<file path="config.mk">
export PLATFORM = sky130hd
export DESIGN_NAME = sio_port
export DESIGN_NICKNAME = d
export VERILOG_FILES = /design/src/rtl/sio_pkg.sv /design/src/rtl/sio_sync.sv /design/src/rtl/sio_tx.sv /design/src/rtl/sio_rx.sv /design/src/rtl/sio_port.sv
export SDC_FILE = /design/constraint.sdc
export NUM_CORES = 1
export LEC_CHECK = 0
export ABC_AREA = 0
export CORE_MARGIN = 2
export CORE_UTILIZATION = 43
export CTS_CLUSTER_DIAMETER = 50
export DETAILED_ROUTE_END_ITERATION = 10
export GPL_ROUTABILITY_DRIVEN = 1
export HOLD_SLACK_MARGIN = 0.03
export PLACE_DENSITY = 0.72
export SLEW_MARGIN = 30
export SYNTH_ARGS = -nofsm -noshare
export SYNTH_HDL_FRONTEND = slang
export SYNTH_SLANG_ARGS = --single-unit
export TNS_END_PERCENT = 100
</file>
<file path="constraint.sdc">
create_clock -name clk_i -period 8.9 [get_ports clk_i]
set_input_delay 2.67 -clock clk_i [delete_from_list [all_inputs] [get_ports clk_i]]
set_output_delay 2.67 -clock clk_i [all_outputs]
set_load 0.01 [all_outputs]
</file>
<file path="src/rtl/sio_pkg.sv">
package sio_pkg;
  localparam int unsigned W_RXD  = 0;
  localparam int unsigned W_TXD  = 1;
  localparam int unsigned W_STAT = 2;
  localparam int unsigned W_CTRL = 3;
  localparam int unsigned W_DIV  = 4;
  localparam int unsigned W_EOP  = 5;

  localparam int unsigned SB_PE   = 0;
  localparam int unsigned SB_FE   = 1;
  localparam int unsigned SB_BRK  = 2;
  localparam int unsigned SB_ROE  = 3;
  localparam int unsigned SB_TOE  = 4;
  localparam int unsigned SB_TMT  = 5;
  localparam int unsigned SB_TRDY = 6;
  localparam int unsigned SB_RRDY = 7;
  localparam int unsigned SB_EXC  = 8;
  localparam int unsigned SB_DCTS = 10;
  localparam int unsigned SB_CTS  = 11;
  localparam int unsigned SB_EOP  = 12;
  localparam int unsigned CB_TBRK = 9;
  localparam int unsigned CB_RTS  = 11;

  localparam int unsigned ST_W = 13;
  localparam logic [ST_W-1:0] IRQ_MASK = 13'h15FF;

  typedef enum logic [1:0] {PAR_NONE, PAR_EVEN, PAR_ODD} par_e;

  function automatic logic par_bit(par_e p, logic [7:0] d);
    return (p == PAR_ODD) ? ~^d : ^d;
  endfunction
endpackage

</file>
<file path="src/rtl/sio_sync.sv">
module sio_sync #(
  parameter logic RST = 1'b0
) (
  input  logic clk_i,
  input  logic rst_ni,
  input  logic d_i,
  output logic q_o
);
  logic s1;
  always_ff @(posedge clk_i or negedge rst_ni) begin
    if (!rst_ni) begin
      s1  <= RST;
      q_o <= RST;
    end else begin
      s1  <= d_i;
      q_o <= s1;
    end
  end
endmodule

</file>
<file path="src/rtl/sio_tx.sv">
module sio_tx
  import sio_pkg::*;
#(
  parameter int unsigned DIV_W  = 16,
  parameter par_e        PARITY = PAR_EVEN,
  parameter int unsigned NF     = 11
) (
  input  logic             clk_i,
  input  logic             rst_ni,
  input  logic [DIV_W-1:0] div_i,
  input  logic             wr_i,
  input  logic [7:0]       data_i,
  input  logic             brk_i,
  output logic             txd_o,
  output logic             full_o,
  output logic             busy_o,
  output logic             load_o,
  output logic [7:0]       load_byte_o
);
  localparam int unsigned LW = $clog2(NF + 1);

  logic [7:0]       hold;
  logic [NF-1:0]    sh, frame_w;
  logic [DIV_W-1:0] cnt;
  logic [LW-1:0]    left;

  always_comb begin
    frame_w      = '1;
    frame_w[0]   = 1'b0;
    frame_w[8:1] = hold;
    if (PARITY != PAR_NONE) frame_w[9] = par_bit(PARITY, hold);
  end

  assign load_o      = full_o && !busy_o;
  assign load_byte_o = hold;

  always_ff @(posedge clk_i or negedge rst_ni) begin
    if (!rst_ni) begin
      hold   <= '0;
      full_o <= 1'b0;
      busy_o <= 1'b0;
      sh     <= '1;
      cnt    <= '0;
      left   <= '0;
    end else begin
      if (load_o) begin
        sh     <= frame_w;
        busy_o <= 1'b1;
        cnt    <= div_i - 1'b1;
        left   <= LW'(NF - 1);
        full_o <= 1'b0;
      end else if (busy_o) begin
        if (cnt == '0) begin
          if (left == '0) begin
            busy_o <= 1'b0;
          end else begin
            sh   <= {1'b1, sh[NF-1:1]};
            left <= left - 1'b1;
            cnt  <= div_i - 1'b1;
          end
        end else begin
          cnt <= cnt - 1'b1;
        end
      end
      if (wr_i && !full_o) begin
        hold   <= data_i;
        full_o <= 1'b1;
      end
    end
  end

  assign txd_o = brk_i ? 1'b0 : (busy_o ? sh[0] : 1'b1);
endmodule

</file>
<file path="src/rtl/sio_rx.sv">
module sio_rx
  import sio_pkg::*;
#(
  parameter int unsigned DIV_W  = 16,
  parameter par_e        PARITY = PAR_EVEN,
  parameter int unsigned NF     = 11
) (
  input  logic             clk_i,
  input  logic             rst_ni,
  input  logic [DIV_W-1:0] div_i,
  input  logic             rxd_i,
  output logic             done_o,
  output logic [7:0]       byte_o,
  output logic             pe_o,
  output logic             fe_o,
  output logic             brk_o
);
  localparam int unsigned IW = $clog2(NF);

  logic             run, rx_q;
  logic [DIV_W-1:0] cnt;
  logic [IW-1:0]    idx;
  logic [NF-1:0]    sh, frame_w;

  assign frame_w = {rxd_i, sh[NF-1:1]};

  always_ff @(posedge clk_i or negedge rst_ni) begin
    if (!rst_ni) begin
      run    <= 1'b0;
      rx_q   <= 1'b1;
      cnt    <= '0;
      idx    <= '0;
      sh     <= '1;
      done_o <= 1'b0;
      byte_o <= '0;
      pe_o   <= 1'b0;
      fe_o   <= 1'b0;
      brk_o  <= 1'b0;
    end else begin
      rx_q   <= rxd_i;
      done_o <= 1'b0;
      if (!run) begin
        if (rx_q && !rxd_i) begin
          run <= 1'b1;
          cnt <= (div_i >> 1) - 1'b1;
          idx <= '0;
        end
      end else if (cnt != '0) begin
        cnt <= cnt - 1'b1;
      end else begin
        cnt <= div_i - 1'b1;
        sh  <= frame_w;
        if (idx == '0 && rxd_i) begin
          run <= 1'b0;                       // start bit glitch
        end else if (idx == IW'(NF - 1)) begin
          run    <= 1'b0;
          done_o <= 1'b1;
          byte_o <= frame_w[8:1];
          fe_o   <= !rxd_i;
          brk_o  <= (frame_w == '0);
          pe_o   <= (PARITY != PAR_NONE) &&
                    (frame_w[9] != par_bit(PARITY, frame_w[8:1]));
        end else begin
          idx <= idx + 1'b1;
        end
      end
    end
  end
endmodule

</file>
<file path="src/rtl/sio_port.sv">
module sio_port
  import sio_pkg::*;
#(
  parameter int unsigned ADDR_W  = 5,
  parameter int unsigned DATA_W  = 16,
  parameter int unsigned DIV_W   = 16,
  parameter int unsigned DIV_RST = 16,
  parameter par_e        PARITY  = PAR_EVEN
) (
  input  logic              clk_i,
  input  logic              rst_ni,
  input  logic [ADDR_W-1:0] addr_i,
  input  logic              wr_i,
  input  logic [DATA_W-1:0] wdata_i,
  input  logic              rd_i,
  output logic [DATA_W-1:0] rdata_o,
  output logic              irq_o,
  output logic              txd_o,
  output logic              rts_o,
  input  logic              rxd_i,
  input  logic              cts_i
);
  localparam int unsigned NF = (PARITY == PAR_NONE) ? 10 : 11;

  logic [2:0]       word;
  logic             wr_tx, wr_st, wr_ct, wr_dv, wr_ep, rd_rx;
  logic [ST_W-1:0]  ctrl;
  logic [DIV_W-1:0] div_q, div_eff;
  logic [7:0]       eop_q, rx_data;
  logic             rrdy, pe, fe, brk, roe, toe, dcts, eopf;
  logic             rxd_s, cts_s, cts_q;
  logic             tx_full, tx_busy, tx_load;
  logic [7:0]       tx_byte;
  logic             rx_done, rx_pe, rx_fe, rx_brk;
  logic [7:0]       rx_byte;
  logic [ST_W-1:0]  status;

  assign word  = addr_i[4:2];
  assign wr_tx = wr_i && word == 3'(W_TXD);
  assign wr_st = wr_i && word == 3'(W_STAT);
  assign wr_ct = wr_i && word == 3'(W_CTRL);
  assign wr_dv = wr_i && word == 3'(W_DIV);
  assign wr_ep = wr_i && word == 3'(W_EOP);
  assign rd_rx = rd_i && word == 3'(W_RXD);

  assign div_eff = (div_q < DIV_W'(2)) ? DIV_W'(2) : div_q;

  sio_sync #(.RST(1'b1)) u_rxd_sync (.clk_i, .rst_ni, .d_i(rxd_i), .q_o(rxd_s));
  sio_sync #(.RST(1'b0)) u_cts_sync (.clk_i, .rst_ni, .d_i(cts_i), .q_o(cts_s));

  sio_tx #(.DIV_W(DIV_W), .PARITY(PARITY), .NF(NF)) u_tx (
    .clk_i, .rst_ni, .div_i(div_eff), .wr_i(wr_tx), .data_i(wdata_i[7:0]),
    .brk_i(ctrl[CB_TBRK]), .txd_o, .full_o(tx_full), .busy_o(tx_busy),
    .load_o(tx_load), .load_byte_o(tx_byte)
  );

  sio_rx #(.DIV_W(DIV_W), .PARITY(PARITY), .NF(NF)) u_rx (
    .clk_i, .rst_ni, .div_i(div_eff), .rxd_i(rxd_s), .done_o(rx_done),
    .byte_o(rx_byte), .pe_o(rx_pe), .fe_o(rx_fe), .brk_o(rx_brk)
  );

  always_ff @(posedge clk_i or negedge rst_ni) begin
    if (!rst_ni) begin
      ctrl  <= '0;
      div_q <= DIV_W'(DIV_RST);
      eop_q <= '0;
    end else begin
      if (wr_ct) ctrl  <= wdata_i[ST_W-1:0];
      if (wr_dv) div_q <= wdata_i[DIV_W-1:0];
      if (wr_ep) eop_q <= wdata_i[7:0];
    end
  end

  always_ff @(posedge clk_i or negedge rst_ni) begin
    if (!rst_ni) begin
      rx_data <= '0;
      rrdy    <= 1'b0;
      pe      <= 1'b0;
      fe      <= 1'b0;
      brk     <= 1'b0;
      roe     <= 1'b0;
      toe     <= 1'b0;
      dcts    <= 1'b0;
      eopf    <= 1'b0;
      cts_q   <= 1'b0;
    end else begin
      cts_q <= cts_s;
      pe    <= (pe   && !wr_st) || (rx_done && rx_pe);
      fe    <= (fe   && !wr_st) || (rx_done && rx_fe);
      brk   <= (brk  && !wr_st) || (rx_done && rx_brk);
      roe   <= (roe  && !wr_st) || (rx_done && rrdy && !rd_rx);
      toe   <= (toe  && !wr_st) || (wr_tx && tx_full);
      dcts  <= (dcts && !wr_st) || (cts_s != cts_q);
      eopf  <= (eopf && !wr_st) || (rx_done && rx_byte == eop_q) ||
               (tx_load && tx_byte == eop_q);
      if (rx_done) begin
        rx_data <= rx_byte;
        rrdy    <= 1'b1;
      end else if (rd_rx) begin
        rrdy <= 1'b0;
      end
    end
  end

  always_comb begin
    status          = '0;
    status[SB_PE]   = pe;
    status[SB_FE]   = fe;
    status[SB_BRK]  = brk;
    status[SB_ROE]  = roe;
    status[SB_TOE]  = toe;
    status[SB_TMT]  = !tx_full && !tx_busy;
    status[SB_TRDY] = !tx_full;
    status[SB_RRDY] = rrdy;
    status[SB_EXC]  = pe | fe | brk | roe | toe;
    status[SB_DCTS] = dcts;
    status[SB_CTS]  = cts_s;
    status[SB_EOP]  = eopf;
  end

  assign irq_o = |(status & ctrl & IRQ_MASK);
  assign rts_o = ctrl[CB_RTS];

  always_comb begin
    rdata_o = '0;
    case (word)
      3'(W_RXD):  rdata_o[7:0]       = rx_data;
      3'(W_STAT): rdata_o[ST_W-1:0]  = status;
      3'(W_CTRL): rdata_o[ST_W-1:0]  = ctrl;
      3'(W_DIV):  rdata_o[DIV_W-1:0] = div_q;
      3'(W_EOP):  rdata_o[7:0]       = eop_q;
      default:    rdata_o = '0;
    endcase
  end
endmodule

</file>
==> results.ini, run 1 <==
[status]
status=finished clean

[clock_network]
cts_hold_buf=0
clk_pin_slew_ps=60
htreeDepth=4
cts_setup_buffers=0
clkLatencyLatePin_ps=430
tritoncts=done
cts_made_buffers=17
cts_resized=0
root_buffer=clkbuf_16
clkSinkCount=142
ctsLongestPathBuffers=2

[global_route]
grt.overflow.total=0
antenna_found_initial=0
grt_pass1_wl_um=33700
grtUsageTotal_pct=21.6
grt_start_max_net_pins=79
first_global_vias=6143

[worst_hold_path]
min_path_type=reg -> reg

[routing]
drt-initial-drc-count=607
vias_per_cell=6.01
dr_wl_met2_um=9510
vias=6433
routedWlPerCell_um=19.1
wirelength_um=20500
met3_length_um=960
drcViolationCount=0
top_layer=met4
dr.pass1.iters=5
final_antenna_net_count=0
drt-met1-wl_um=9650

[timing]
fin_skew_ps=10.9
setup_violations=0
fin_setup_tns_ps=0
fmax_mhz=129
worst_pin_slew_ps=933
slew_viol_final=0
slew_headroom_pct=37.8
fin_crit_sh_pct=86.9
rsz0062_at_grt=false
period_minus_slack_ps=7730
hold_viol_final=0

[yosys]
synth_edf_count=0
syn_inst=804
ys_seq_area_share_pct=44.1
syn-num-nets=842
synthDistinctLibCells=71
async_flop_share_pct=100
yosys_warnings=0
synth_ff_type=dfrtp_1
yosys_register_bits=142
syn_area_um2=8120
avgSynthCellArea_um2=10.1

[floorplan]
fp.coreArea_um2=18600
die-area_um2=20000
initial_core_util_pct=43.6
rows=50
boundaryPins=46
die_x_um=141
fp.dieH_um=141

[place]
io_buffers=43
place_hpwl_um=14400
gp_congestion=0.860

[power_and_ir_drop]
p_leak_uw=0.00394
powerDensity_nw_per_um2=244
vdd_ir_drop_max_mv=0.153

[finish]
drive_above_1_share_pct=20.2
final_util_pct=50.2
area_growth_pct=15.3
antenna_cells=0
fin_nets=861
final_common_cell=dfrtp_1
final_cell_mix=dfrtp_1 (118), nand2_1 (84), mux2_2 (75)
fillCellCount=1673

[worst_setup_path]
cp-start-kind=input pin
cp_data_arrival_time_ps=5060
cp.required_ps=6230
crit_path_max_fanout=16
cp-end-kind=output pin
path_class=in -> out

[job]
maxCapViolations=0

==> synthesized netlist by cell type (all sizes together), types with 4 or more instances <==
master  number  area share, %
buf         10           0.63
nand2b       6           0.46
dfstp       24            7.8
a211o        4           0.43
o221ai      12            1.3
xor2        30            3.2
or4          9           0.83
xnor2       28            3.0
o22ai        5           0.39
o31ai        4           0.37
and3        10           0.77
a31o         6           0.65
nor2b        5           0.39
ha          11            1.7
a22oi       10           0.92
o21ai       41            2.5
nand4        7           0.54
nand2       85            4.0
o211ai       4           0.37
or3          9           0.75
dfrtp      118             36
nor2        45            2.1
nor3b        5           0.46
a31oi        7           0.54
nand3b       5           0.46
inv         19           0.88
mux2i       16            2.0
a32o         4           0.49
nand3       21            1.3
a21o         7           0.65
a21oi       24            1.5
nor3        21            1.4
or2          4           0.31
mux2        83             12
clkbuf      39            1.8
nor4        20            1.9
==> through the flow <==
step	instances	hold slack [ps]	setup WS [ps]	instance area [um^2]	total power, uW
6_report	1070	355	1170	9360	2290
5_1_grt	1070	360	1120	9360	2400
4_1_cts	1070	356	1260	9360	2290
3_5_place_dp	1038	338	1240	8700	1480
3_3_place_gp	1038	333	1240	8690	1460
2_1_floorplan	804	331	2430	8120	1310
==> cell type report <==
cell class	instances	area [um^2]	area share, %
multi-input combinational	593	4270	45.6
inverter	20	75.1	0.802
sequential	142	3580	38.3
clock buffer	17	425	4.54
clock inverter	15	233	2.49
timing repair buffer	49	480	5.13
tap	234	293	3.13
==> path summary, 6_finish.rpt <==
path / slack [ps] / from / endpoint / cells past startpoint
worst max-delay path: 1170 / addr_i[3] / rdata_o[9] / 4
max in group asynchronous: 5530 / rst_ni / ctrl[8] / 2
min in group asynchronous: 2220 / rst_ni / u_tx.load_byte_o[4] / 1
worst max register to register: 4790 / div_q[6] / u_tx.cnt[14] / 9
worst min register to register: 360 / u_rxd_sync.s1 / u_rxd_sync.q_o / 0
worst min-delay path: 360 / u_rxd_sync.s1 / u_rxd_sync.q_o / 0
==> registers in the layout (all words and copies together), names as in the netlist, 4 cells and up <==
| register | flops |
|---|---|
| u_rx.cnt | 16 |
| u_rx.sh | 10 |
| eop_q | 8 |
| u_tx.sh | 10 |
| div_q | 16 |
| rx_data | 8 |
| u_tx.cnt | 16 |
| u_rx.byte_o | 8 |
| u_rx.idx | 4 |
| u_tx.load_byte_o | 8 |
| u_tx.left | 4 |
| ctrl | 13 |
==> worst max-delay path: stages <==
cell	delay (ps)
clkdlybuf4s50_1	850
nand2b_1	390
o21ai_0	510
clkdlybuf4s50_1	640
==> kinds of logic after synthesis <==
family	synth area share, %
mux	13.8
compound gates	13.9
xor+xnor	6.25
buf+inv	3.36
flops	44.1
simple gates	16.8
fa+ha+maj	1.69
==> layer usage <==
layer | track usage (%) | up-vias
met2 | 32.8 | 196
li1 | - | 3001
met5 | 0 | -
met1 | 31.3 | 3206
met4 | 6.37 | 0
met3 | 4.42 | 30
==> report_power, final <==
part,switching [uW],internal (uW),leakage (uW)
Combinational,269,263,0.00191
Clock,303,502,0.000313
Sequential,181,769,0.00171
Total,753,1530,0.00394
Power figures use the tool's default switching activity.
==> run 2, diff against run 1 <==
--- a/config.mk
+++ b/config.mk
@@ -6,7 +6,7 @@
 export NUM_CORES = 1
 export LEC_CHECK = 0
 export ABC_AREA = 0
-export CORE_MARGIN = 2
+export CORE_ASPECT_RATIO = 0.8
 export CORE_UTILIZATION = 43
 export CTS_CLUSTER_DIAMETER = 50
 export DETAILED_ROUTE_END_ITERATION = 10
==> run 2 against run 1 <==
Net effect: die area decreased by 2.8%; highest routed layer unchanged; cell area decreased by 0.72%; largest power group unchanged; via count decreased by 0.17%; count of clock-buffer cells in the layout unchanged; hold slack got worse by 2.3 ps; setup slack improved by 9.3 ps; global-route usage increased by 1.7 points.
==> results.ini, run 2 (synthesis gave the netlist of run 1 again) <==
[timing]
slew_headroom_pct=37.0  ; -0.86 points
rsz0062_at_grt=false
hold_ws_ps=353  ; -2.29 ps
fmax_mhz=129  ; +0.12%
period_minus_slack_ps=7720  ; -9.34 ps
fin_setup_tns_ps=0  ; unchanged
setup_violations=0  ; unchanged
fin_skew_ps=5.52  ; -5.35 ps
worst_pin_slew_ps=945  ; +12.9 ps
fin_crit_sh_pct=86.8  ; -0.10 points
hold_viol_final=0  ; unchanged
slew_viol_final=0  ; unchanged

[worst_setup_path]
r2r-start=div_q[6]
r2r_end=u_tx.cnt[14]
cp-end-kind=output pin
crit_path_max_fanout=16  ; unchanged
cp_data_arrival_time_ps=5050  ; about the same
cp-start-kind=input pin
rrSetupSlack_ps=4560  ; -230 ps
cp.required_ps=6230  ; about the same
reg2regPathDepth=9  ; unchanged
path_class=in -> out

[clock_network]
root_buffer=clkbuf_16
tritoncts=done
cts_hold_buf=0  ; unchanged
cts_made_buffers=17  ; unchanged
cts_resized=0  ; unchanged
clkSinkCount=142  ; unchanged
clk_pin_slew_ps=60  ; about the same
htreeDepth=4  ; unchanged
clkLatencyLatePin_ps=420  ; about the same
ctsLongestPathBuffers=2  ; unchanged
cts_setup_buffers=0  ; unchanged

[worst_hold_path]
whs_path_depth=0  ; unchanged
min_path_type=reg -> reg
hold_end=u_cts_sync.q_o
holdCritStartpoint=u_cts_sync.s1

[floorplan]
fp.dieH_um=125  ; -12%
fp.coreArea_um2=18300  ; -1.7%
rows=44  ; -12%
die_x_um=156  ; +10%
boundaryPins=46  ; unchanged
initial_core_util_pct=44.3  ; +0.74 points
die-area_um2=19400  ; -2.8%

[global_route]
grtUsageTotal_pct=23.2  ; +1.7 points
grt_start_max_net_pins=74  ; -6.3%
first_global_vias=6230  ; +1.4%
grt.overflow.total=0  ; unchanged
antenna_found_initial=0  ; unchanged
grt_pass1_wl_um=34800  ; +3.0%

[place]
io_buffers=43  ; unchanged
place_hpwl_um=15100  ; +4.9%
gp_congestion=0.898  ; +4.4%
dp_cells=1057  ; +1.8%

[power_and_ir_drop]
combPwrFrac_pct=24.5  ; +1.2 points
powerDensity_nw_per_um2=235  ; -3.7%
vdd_ir_drop_max_mv=0.120  ; -22%
p_sw_uw=746  ; -1.0%
p_leak_uw=0.00389  ; -1.1%
power.clock.fraction_pct=31.9  ; -3.3 points
p_int_uw=1440  ; -6.0%
power.total_uw=2190  ; -4.4%
power_frac_seq_pct=43.6  ; +2.1 points
p_sw_share_pct=34.1  ; +1.2 points

[routing]
drt-initial-drc-count=482  ; -21%
dr.pass1.iters=5  ; unchanged
vias_per_cell=5.90  ; -1.8%
routedWlPerCell_um=19.6  ; +2.5%
wirelength_um=21300  ; +4.2%
final_antenna_net_count=0  ; unchanged
drcViolationCount=0  ; unchanged
vias=6422  ; -0.17%

[finish]
fin_nets=861  ; unchanged
antenna_cells=0  ; unchanged
final_cell_mix=dfrtp_1 (118), nand2_1 (84), mux2_2 (75)
drive_above_1_share_pct=20.1  ; -0.096 points
final_common_cell=dfrtp_1
fin_cells=1088  ; +1.7%
top_regs=div_q x16, u_rx.cnt x16, u_tx.cnt x16
area_growth_pct=14.5
final_util_pct=50.7  ; +0.48 points

[job]
maxCapViolations=0  ; unchanged

[status]
status=finished clean

==> run 2: metal layers <==
| layer | GRT usage (%) | vias up | wire length, um |
|---|---|---|---|
| met1 | 36.5 | 3225 | 10800 |
| met4 | 7.04 | 0 | 224 |
| met2 | 32.0 | 190 | 8930 |
| li1 | - | 2988 | - |
| met5 | 0 | - | 0 |
| met3 | 4.11 | 19 | 1410 |
==> run 2: worst max-delay path: stages <==
cell and delay (ps):
clkdlybuf4s50_1 800, nand2b_1 410, o21ai_0 530, clkdlybuf4s50_1 630
==> run 2: power groups by stage <==
stage	sequential, uW	clock (uW)	combinational [uW]
final	953	697	537
after CTS	948	707	534
after detailed placement	956	0	528
after global placement	951	0	517
after floorplan	871	0	437
after global routing	975	732	594
==> run 2: worst max path at each step <==
stage / endpoint / slack, ps / start
final: rdata_o[9] / 1180 / addr_i[3]
after global routing: rdata_o[9] / 1030 / addr_i[3]
after CTS: rdata_o[9] / 1210 / addr_i[3]
after detailed placement: rdata_o[9] / 1210 / addr_i[3]
after global placement: rdata_o[9] / 1230 / addr_i[3]
after floorplan: rdata_o[7] / 2430 / addr_i[2]
==> run 2: through the flow <==
step / worst slack [ps] / area (um^2)
global route: 1030 / 9300
global placement: 1230 / 8720
CTS: 1210 / 9290
finish: 1180 / 9300
detailed placement: 1210 / 8720
floorplan: 2430 / 8120
==> run 2: layout make-up <==
cell class                 instances  area [um^2]
clock buffer                      17          425
multi-input combinational        593         4270
fill                            1692         9040
timing repair buffer              49          477
clock inverter                    14          145
inverter                          20         75.1
sequential                       142         3580
tap                              253          317
